$ cat src/rtl/arb_pkg.sv
package arb_pkg;

    localparam int PRIO_W = 4;
    localparam int BLIM_W = 3;
    localparam int BEAT_W = 5;

    typedef enum logic [1:0] {
        PARK_NONE  = 2'd0,
        PARK_LAST  = 2'd1,
        PARK_FIXED = 2'd2
    } park_mode_e;

    typedef struct packed {
        logic burst_out;
        logic slot_out;
    } hold_stat_t;

    function automatic logic [BEAT_W-1:0] blim_beats(input logic [BLIM_W-1:0] code);
        case (code)
            3'd1:    return BEAT_W'(1);
            3'd2:    return BEAT_W'(4);
            3'd3:    return BEAT_W'(8);
            3'd4:    return BEAT_W'(16);
            default: return '0;
        endcase
    endfunction

endpackage

$ cat src/rtl/arb_rr_pick.sv
module arb_rr_pick #(
    parameter int NUM_MASTERS = 16,
    parameter int MID_W       = 4
) (
    input  logic [NUM_MASTERS-1:0] req,
    input  logic [MID_W-1:0]       last,
    output logic [MID_W-1:0]       pick
);
    int idx;

    always_comb begin
        pick = '0;
        idx  = 0;
        // scan downward in distance so the nearest requester is written last
        for (int k = NUM_MASTERS; k >= 1; k--) begin
            idx = int'(last) + k;
            if (idx >= NUM_MASTERS) idx = idx - NUM_MASTERS;
            if (req[idx]) pick = MID_W'(idx);
        end
    end
endmodule

$ cat src/rtl/arb_prio_pick.sv
module arb_prio_pick
    import arb_pkg::*;
#(
    parameter int NUM_MASTERS = 16,
    parameter int MID_W       = 4
) (
    input  logic [NUM_MASTERS-1:0]        req,
    input  logic [NUM_MASTERS*PRIO_W-1:0] prio_vec,
    output logic [MID_W-1:0]              pick
);
    logic [PRIO_W-1:0] best;
    logic              seen;

    always_comb begin
        pick = '0;
        best = '0;
        seen = 1'b0;
        // strict compare keeps the lower index on equal values
        for (int i = 0; i < NUM_MASTERS; i++) begin
            if (req[i] && (!seen || prio_vec[i*PRIO_W +: PRIO_W] > best)) begin
                pick = MID_W'(i);
                best = prio_vec[i*PRIO_W +: PRIO_W];
                seen = 1'b1;
            end
        end
    end
endmodule

$ cat src/rtl/arb_hold_ctrl.sv
module arb_hold_ctrl
    import arb_pkg::*;
#(
    parameter int SLOT_W = 8
) (
    input  logic              clk,
    input  logic              rst,
    input  logic              restart,
    input  logic              active,
    input  logic              ready,
    input  logic [BLIM_W-1:0] lim_code,
    input  logic [SLOT_W-1:0] slot_cycles,
    output hold_stat_t        stat
);
    logic [BEAT_W-1:0] beat_cnt_q;
    logic [SLOT_W-1:0] slot_cnt_q;
    logic [BEAT_W-1:0] lim;

    assign lim = blim_beats(lim_code);

    always_comb begin
        stat.burst_out = (lim != '0) && (beat_cnt_q == lim - BEAT_W'(1));
        stat.slot_out  = (slot_cycles != '0) &&
                         (({1'b0, slot_cnt_q} + (SLOT_W+1)'(1)) >= {1'b0, slot_cycles});
    end

    always_ff @(posedge clk) begin
        if (rst || restart) begin
            beat_cnt_q <= '0;
            slot_cnt_q <= '0;
        end else begin
            if (active && ready) beat_cnt_q <= beat_cnt_q + BEAT_W'(1);
            if (slot_cnt_q != '1) slot_cnt_q <= slot_cnt_q + SLOT_W'(1);
        end
    end

    AST_BEAT_RESTART: assert property (@(posedge clk) disable iff (rst)
        restart |=> (beat_cnt_q == '0) && (slot_cnt_q == '0));
endmodule

$ cat src/rtl/bus_slot_arbiter.sv
module bus_slot_arbiter
    import arb_pkg::*;
#(
    parameter  int NUM_MASTERS = 16,
    parameter  int SLOT_W      = 8,
    localparam int MID_W       = (NUM_MASTERS > 1) ? $clog2(NUM_MASTERS) : 1
) (
    input  logic                          clk,
    input  logic                          rst,
    input  logic [NUM_MASTERS-1:0]        req,
    input  logic                          ready,
    input  logic                          arb_fixed,
    input  logic [1:0]                    park_mode,
    input  logic [MID_W-1:0]              park_id,
    input  logic [NUM_MASTERS*PRIO_W-1:0] prio_vec,
    input  logic [NUM_MASTERS*BLIM_W-1:0] blim_vec,
    input  logic [SLOT_W-1:0]             slot_cycles,
    output logic [NUM_MASTERS-1:0]        gnt,
    output logic                          gnt_valid
);
    logic [MID_W-1:0] owner_q, last_q, rr_pick, pr_pick, win;
    logic             valid_q, has_last_q;
    logic             owner_req, arb_pt;
    hold_stat_t       hstat;

    arb_rr_pick #(.NUM_MASTERS(NUM_MASTERS), .MID_W(MID_W)) u_rr (
        .req(req), .last(last_q), .pick(rr_pick));

    arb_prio_pick #(.NUM_MASTERS(NUM_MASTERS), .MID_W(MID_W)) u_pr (
        .req(req), .prio_vec(prio_vec), .pick(pr_pick));

    assign owner_req = valid_q && req[owner_q];
    assign win       = arb_fixed ? pr_pick : rr_pick;
    // decisions only at a beat edge, or whenever no beat is in flight
    assign arb_pt    = !owner_req || (ready && (hstat.burst_out || hstat.slot_out));

    arb_hold_ctrl #(.SLOT_W(SLOT_W)) u_hold (
        .clk(clk), .rst(rst), .restart(arb_pt), .active(owner_req), .ready(ready),
        .lim_code(blim_vec[owner_q*BLIM_W +: BLIM_W]),
        .slot_cycles(slot_cycles), .stat(hstat));

    always_ff @(posedge clk) begin
        if (rst) begin
            owner_q    <= '0;
            valid_q    <= 1'b0;
            last_q     <= MID_W'(NUM_MASTERS - 1);
            has_last_q <= 1'b0;
        end else if (arb_pt) begin
            if (|req) begin
                owner_q    <= win;
                valid_q    <= 1'b1;
                last_q     <= win;
                has_last_q <= 1'b1;
            end else begin
                case (park_mode)
                    PARK_LAST: begin
                        owner_q <= last_q;
                        valid_q <= has_last_q;
                    end
                    PARK_FIXED: begin
                        owner_q <= park_id;
                        valid_q <= (int'(park_id) < NUM_MASTERS);
                    end
                    default: valid_q <= 1'b0;
                endcase
            end
        end
    end

    for (genvar g = 0; g < NUM_MASTERS; g++) begin : g_gnt
        assign gnt[g] = valid_q && (owner_q == MID_W'(g));
    end
    assign gnt_valid = valid_q;

    AST_GNT_ONEHOT: assert property (@(posedge clk) disable iff (rst)
        $onehot0(gnt) && (gnt_valid == (gnt != '0)));
    AST_MID_BEAT_HOLD: assert property (@(posedge clk) disable iff (rst)
        (gnt_valid && |(gnt & req) && !ready) |=> $stable(gnt));
    AST_PARK_NONE: assert property (@(posedge clk) disable iff (rst)
        (req == '0 && (park_mode == 2'd0 || park_mode == 2'd3)) |=> !gnt_valid);
    AST_PARK_FIXED: assert property (@(posedge clk) disable iff (rst)
        (req == '0 && park_mode == 2'd2 && int'(park_id) < NUM_MASTERS)
        |=> gnt_valid && gnt[$past(park_id)]);
endmodule

$ cat config.mk
export PLATFORM = sky130hd
export DESIGN_NAME = bus_slot_arbiter
export DESIGN_NICKNAME = d
export VERILOG_FILES = /design/src/rtl/arb_pkg.sv /design/src/rtl/arb_rr_pick.sv /design/src/rtl/arb_prio_pick.sv /design/src/rtl/arb_hold_ctrl.sv /design/src/rtl/bus_slot_arbiter.sv
export SDC_FILE = /design/constraint.sdc
export NUM_CORES = 1
export LEC_CHECK = 0
export ABC_CLOCK_PERIOD_IN_PS = 66400
export BUFFER_PORTS_ARGS = -buffer_cell sky130_fd_sc_hd__buf_2
export CORE_ASPECT_RATIO = 0.8
export CORE_MARGIN = 8
export CORE_UTILIZATION = 39
export CTS_CLUSTER_DIAMETER = 60
export CTS_CLUSTER_SIZE = 20
export DETAILED_ROUTE_END_ITERATION = 12
export PLACE_DENSITY = 0.58
export SLEW_MARGIN = 20
export SYNTH_ARGS = -nofsm -noshare
export SYNTH_HDL_FRONTEND = slang
export SYNTH_SLANG_ARGS = --single-unit
$ cat constraint.sdc
create_clock -name clk -period 66.4 [get_ports clk]
set_input_delay 13.28 -clock clk [delete_from_list [all_inputs] [get_ports clk]]
set_output_delay 13.28 -clock clk [all_outputs]
set_load 0.01 [all_outputs]
## Word level (Yosys, flattened, before mapping)

Index checks and enable logic that the tools add are counted.

| word-level totals | value |
|---|---|
| logic and storage cells | 326 |
| memories | 0 |
| bits in latches | 0 |
| bits in read-only memories | 0 |
| register bits after elaboration | 23 |
| RAM bits | 0 |
| output and inout port bits | 17 |
| bits of input ports | 146 |

| operators by class | value |
|---|---|
| bitwise logic cells | 0 |
| multiplexer cells | 133 |
| shift-type cells | 1 |
| equal/unequal tests | 23 |
| add/subtract/negate cells | 36 |
| multipliers | 1 |
| divide/modulo/power cells | 0 |
| magnitude comparators | 49 |
| reductions and logical operators | 77 |

Operators with widths:

| cell | number |
|---|---|
| $ge 32x6->1 const B | 16 |
| $lt 32x6->1 const B | 16 |
| $mux 32 | 16 |
| $sub 32x6->32 const B | 16 |
| $mux 4 | 41 |
| $bmux 1 s4 | 17 |
| $gt 4x4->1 | 15 |
| $mux 1 | 50 |
| $shiftx 48x7->3 | 1 |
| $add 4x4->5 const B | 8 |
| $logic_and 1x1->1 | 36 |
| $eq 4x4->1 const B | 8 |
| $add 4x3->5 const B | 4 |
| $pmux 5 s4 | 1 |
| $logic_or 1x1->1 | 18 |
| $eq 4x3->1 const B | 4 |
| $logic_not 1->1 | 16 |
| $reduce_or 16->1 | 1 |
| $mux 3 | 4 |
| $add 4x2->5 const B | 2 |
| $add 8x1->9 const B | 1 |
| $ge 9x8->1 | 1 |
| $add 8x1->8 const B | 1 |
| $eq 4x2->1 const B | 2 |
| 22 further kinds | 25 |

## Logic depth before layout (Yosys ltp)

| depth | value |
|---|---|
| word-level depth | 63 |
| depth in mapped cells | 133 |
| mapped depth without buffers | 129 |

## Hierarchy

Synthesis repeated with hierarchy kept, for this count alone.

| unflattened totals | value |
|---|---|
| cells, all modules | 942 |
| area total of the unflattened synthesis | 7448.4 um^2 |

By module, submodules not included:

| module | area each (um^2) | cells an instance | sequential area each (um^2) | instances |
|---|---|---|---|---|
| arb_prio_pick | 3141.8 | 441 | 0.0 | 1 |
| arb_rr_pick | 2083.2 | 245 | 0.0 | 1 |
| bus_slot_arbiter | 1282.5 | 138 | 200.2 | 1 |
| arb_hold_ctrl | 940.9 | 118 | 260.2 | 1 |

## Worst setup path after synthesis

Ideal clock, no wire load.

| timing path | value |
|---|---|
| path kind | in2reg |
| from | input port req[0] |
| to | register last_q[1] |
| slack | 31.513 ns |
| library setup time | 0.135 ns |
| required time | 66.265 ns |
| arrival time | 34.752 ns |
| cell stages on the path | 123 |
| buffers on the path | 5 |
| path through | buf_2 nand2_1 ha_1 a211oi_1 a21oi_1 and2_1 or2_2 inv_1 ha_1 nor2b_1 o211ai_1 a31oi_1 nand2b_1 o21ai_0 ha_1 nor2b_1 o211ai_1 a21oi_2 [... 87 more ...] a41o_1 o21ai_0 and2_1 clkbuf_1 a31oi_1 a221oi_1 ha_1 nor2b_1 o21ai_0 nand2b_1 a21oi_1 o32ai_1 a21boi_0 and2_1 inv_1 a2111oi_0 a211o_1 o21ai_0 |

| on the way | value |
|---|---|
| word-level cells in the longest chain between the ends | 62 |
| elaborated cells between the ends (all ways) | 176 |
| those cells by class | order compare: 15; mux: 111; reduce/logical: 50 |

RTL lines:

| element | RTL line | RTL |
|---|---|---|
| from (decl) | bus_slot_arbiter.sv:10 | `input logic [NUM_MASTERS-1:0] req,` |
| $mux 4 or $mux 1 (tied branches) | arb_prio_pick.sv:20 | `if (req[i] && (!seen \|\| prio_vec[i*PRIO_W +: PRIO_W] > best)) begin` |
| $gt 4x4->1 or $logic_not 1->1 (tied branches) | arb_prio_pick.sv:20 |  |
| $logic_or 1x1->1 | arb_prio_pick.sv:20 |  |
| $logic_and 1x1->1 | arb_prio_pick.sv:20 |  |
| $mux 4 or $mux 1 (tied branches) | arb_prio_pick.sv:20 |  |
| $gt 4x4->1 or $logic_not 1->1 (tied branches) | arb_prio_pick.sv:20 |  |
| $logic_or 1x1->1 | arb_prio_pick.sv:20 |  |
| $logic_and 1x1->1 | arb_prio_pick.sv:20 |  |
| [... 46 more ...] | n/a |  |
| $logic_or 1x1->1 | arb_prio_pick.sv:20 |  |
| $logic_and 1x1->1 | arb_prio_pick.sv:20 |  |
| $mux 4 or $mux 1 (tied branches) | arb_prio_pick.sv:20 |  |
| $gt 4x4->1 or $logic_not 1->1 (tied branches) | arb_prio_pick.sv:20 |  |
| $logic_or 1x1->1 | arb_prio_pick.sv:20 |  |
| $logic_and 1x1->1 | arb_prio_pick.sv:20 |  |
| $mux 4 | arb_prio_pick.sv:20 |  |
| $mux 4 | bus_slot_arbiter.sv:33 | `assign win = arb_fixed ? pr_pick : rr_pick;` |
| to (signal assigned) | bus_slot_arbiter.sv:46 | `last_q <= MID_W'(NUM_MASTERS - 1);` |
| to (signal assigned) | bus_slot_arbiter.sv:52 | `last_q <= win;` |
| to (decl) | bus_slot_arbiter.sv:21 | `logic [MID_W-1:0] owner_q, last_q, rr_pick, pr_pick, win;` |

Several ways; a longest one is shown, not always the timed one. The select of a mux whose other input is x is not followed.
A chain may end at the register's enable or synchronous reset.

## Worst setup path after layout

Same ends and word-level chain as after synthesis.

==> flow_summary.json <==
{
  "synth_most_common_cell": "sky130_fd_sc_hd__nor2_1",
  "cts.path.max_buffers": 2,
  "drt_pre_antenna_iters": 5,
  "grt_setup_unrepaired": "false",
  "synth_top_area_cell": "sky130_fd_sc_hd__mux4_2",
  "placer_congestion": 0.911,
  "number_of_buffers_inserted_by_hold_repair_at_cts": 0,
  "port-buffer-count": 162,
  "reg2reg_setup_slack_ps": 61000,
  "dieArea_um2": 22600,
  "post_cts_clock_slew_at_the_launch_and_capture_registers_of_the_worst_setup_and_hold_paths_ps": 60,
  "die_h_um": 136,
  "synth_area_per_cell_um2": 7.60,
  "synth_async_sr_flop_share_pct": 0,
  "ioPinCount": 163,
  "detailedRoute.firstIterationViolations": 644,
  "post_synth_most_frequent_cells": "sky130_fd_sc_hd__nor2_1 (88), sky130_fd_sc_hd__nand2_1 (76), sky130_fd_sc_hd__ha_1 (72)",
  "syn-num-nets": 1145,
  "finalCriticalPeriod_ps": 37800,
  "fin_worst_skew_ps": 2.55,
  "nNetsFinal": 1273,
  "worst_ep_arrival_time_ps": 37920,
  "finish.cell_count_without_fillers": 1284,
  "critical_path.startpoint_type": "primary input",
  "yosys_register_bits": 23,
  "maxcap_violations": 0,
  "worst-endpoint-required_ps": 66520,
  "synth.distinct_cells": 79,
  "multiplexer_area_fraction_after_synthesis_pct": 20.6,
  "finalSetupViolations": 0,
  "met2_global_route_usage_pct": 30.4,
  "tightestPinTransition_ps": 954,
  "status": "completed",
  "clock_sink_count": 23,
  "syn-cell-area_um2": 7040,
  "routed_via_count": 7628,
  "synth-compound-area-share_pct": 28.8,
  "ys_seq_area_share_pct": 6.54,
  "worst_vdd_rail_ir_drop_mv": 0.0363,
  "vias_per_cell": 5.94,
  "crit_slowest_cell": "sky130_fd_sc_hd__a21boi_1",
  "cts_root_buf": "sky130_fd_sc_hd__clkbuf_16",
  "core.rowCount": 44,
  "hold_path.class": "flip-flop to flip-flop",
  "post_synth_fa_ha_maj_area_fraction_pct": 12.8,
  "post_synth_xor_area_fraction_pct": 2.99,
  "gate_count_post_synth": 927,
  "via_count_of_the_first_global_routing_pass": 7273,
  "ant_nets": 0,
  "design.core.area_um2": 17900,
  "cts.repair.resized": 0,
  "synth_largest_type_area_fraction_pct": 13.4,
  "layout-drive-gt1-share_pct": 24.1,
  "critical_path.endpoint_type": "flip-flop",
  "cts_tree": "built",
  "grtUsageTotal_pct": 19.1,
  "initial_antenna_violation_count": 0,
  "detailedPlacementHpwl_um": 18900,
  "crit_fanout": 17,
  "final.setup.tns_ps": 0,
  "first_pass_grt_wire_length_um": 36900,
  "initial_utilization_pct": 39.4,
  "drt_wl_total_um": 22500,
  "number_of_buffers_created_by_cts": 3,
  "fp.dieW_um": 166,
  "timing_max_transition_violations_final": 0,
  "synth-edff-count": 0,
  "fmax_ghz": 0.0265,
  "post_synth_and_or_nand_nor_area_fraction_pct": 22.0,
  "grt.met1_usage_pct": 27.7,
  "grt_use_met3_pct": 2.79,
  "synth-warning-count": 0,
  "grt_busiest_layer": "met2",
  "post-route-period-util_pct": 56.9,
  "route.detailed.wl_per_inst_um": 17.5,
  "layout.filler_cells": 1761,
  "final-hold-violation-count": 0,
  "slowest_delay_ps": 470,
  "worst-setup-path-type": "primary input to flip-flop",
  "totalPowerFinal_w": 0.000448,
  "dpl.cell_count": 1280,
  "drc_errors": 0,
  "cellPowerDensity_nw_per_um2": 55.5,
  "clk-insertion-delay-late_ps": 260,
  "synth_flop_cell": "sky130_fd_sc_hd__dfxtp_1",
  "synth_top_family_by_area": "compound AO/OA/AOI/OAI gates",
  "cts.repair_timing.setup_buffer_count": 0,
  "yosys-top-cells-area": "sky130_fd_sc_hd__mux4_2 (13%), sky130_fd_sc_hd__ha_1 (13%), sky130_fd_sc_hd__dfxtp_1 (6.5%), sky130_fd_sc_hd__mux2i_1 (4.7%), sky130_fd_sc_hd__nor2_1 (4.7%)",
  "pin_count_of_the_biggest_net_entering_global_routing": 26,
  "num_antenna_cells": 0,
  "timing.slew.headroom_pct": 36.3,
  "globalRoute.totalOverflow": 0,
  "htreeDepth": 1,
  "area_growth_syn_to_layout_pct": 14.7,
  "leakagePower_nw": 3.69
}
==> kinds of logic (layout without fill, tap and decap cells) <==
logic type	after synthesis	count (layout)
compound gates	290	290
fa+ha+maj	72	72
flops	23	23
simple gates	314	314
mux	90	90
xor+xnor	24	24
buf+inv	114	241
==> worst paths after layout <==
kind                            from                      end  depth (start not counted)
max reg2reg   last_q[2]$_SDFFE_PP1P_  owner_q[2]$_SDFFE_PP0P_                         11
max                           req[0]   last_q[1]$_SDFFE_PP1P_                        122
min reg2reg  has_last_q$_SDFFE_PP0P_  has_last_q$_SDFFE_PP0P_                          2
min          has_last_q$_SDFFE_PP0P_  has_last_q$_SDFFE_PP0P_                          2
==> metal layers <==
layer | part of all wire, % | vias to the layer above
li1 | - | 3788
met2 | 44 | 255
met3 | 6.2 | 18
met4 | 0.96 | 0
met5 | 0 | -
met1 | 49 | 3567
==> area by class of cell <==
class / count / area [um^2] / area share [%]
Inverter: 72 / 270 / 3.35
Multi-Input combinational cell: 790 / 6140 / 76.1
Tap cell: 230 / 288 / 3.56
Sequential cell: 23 / 460 / 5.70
Clock buffer: 3 / 75.1 / 0.930
Timing Repair Buffer: 165 / 833 / 10.3
Clock inverter: 1 / 5.00 / 0.0620
==> state kept, by name, indices dropped and copies added, names as in the netlist <==
register / cells
u_hold.slot_cnt_q: 8
gnt_valid: 1
u_hold.beat_cnt_q: 5
has_last_q: 1
last_q: 4
owner_q: 4
==> report_power, final <==
part	internal, W	switching, W	leakage, nW
registers	0.0000165	0.00000811	0.188
clock network	0.00000811	0.00000511	0.0409
logic	0.000179	0.000231	3.46
==> through the flow <==
stage | hold WS, ps | area (um^2) | setup WS, ps | utilization, %
finish | 447 | 8080 | 28600 | 45.1
global route | 484 | 8080 | 26330 | 45.1
CTS | 450 | 8080 | 28910 | 45.1
detailed placement | 441 | 8000 | 28790 | 44.7
global placement | 436 | 8000 | 29330 | 44.7
floorplan | 426 | 7040 | 31510 | -
==> cell usage in the layout (no fill, tap or decap), types with 18 or more instances in the layout <==
master,instances
sky130_fd_sc_hd__nand3_1,26
sky130_fd_sc_hd__o21ai_0,50
sky130_fd_sc_hd__dfxtp_1,23
sky130_fd_sc_hd__a21oi_1,51
sky130_fd_sc_hd__a31oi_1,21
sky130_fd_sc_hd__and2_1,18
sky130_fd_sc_hd__ha_1,72
sky130_fd_sc_hd__nor2_1,88
sky130_fd_sc_hd__buf_2,162
sky130_fd_sc_hd__nand2_1,76
sky130_fd_sc_hd__mux4_2,42
sky130_fd_sc_hd__inv_1,70
sky130_fd_sc_hd__mux2i_1,33
==> critical path: cells and delay by family <==
family / cells / cell delay [ps]
compound gates: 65 / 12690
simple gates: 30 / 5380
buf+inv: 6 / 620
mux: 6 / 1530
fa+ha+maj: 15 / 4370
Power figures use the tool's default switching activity.
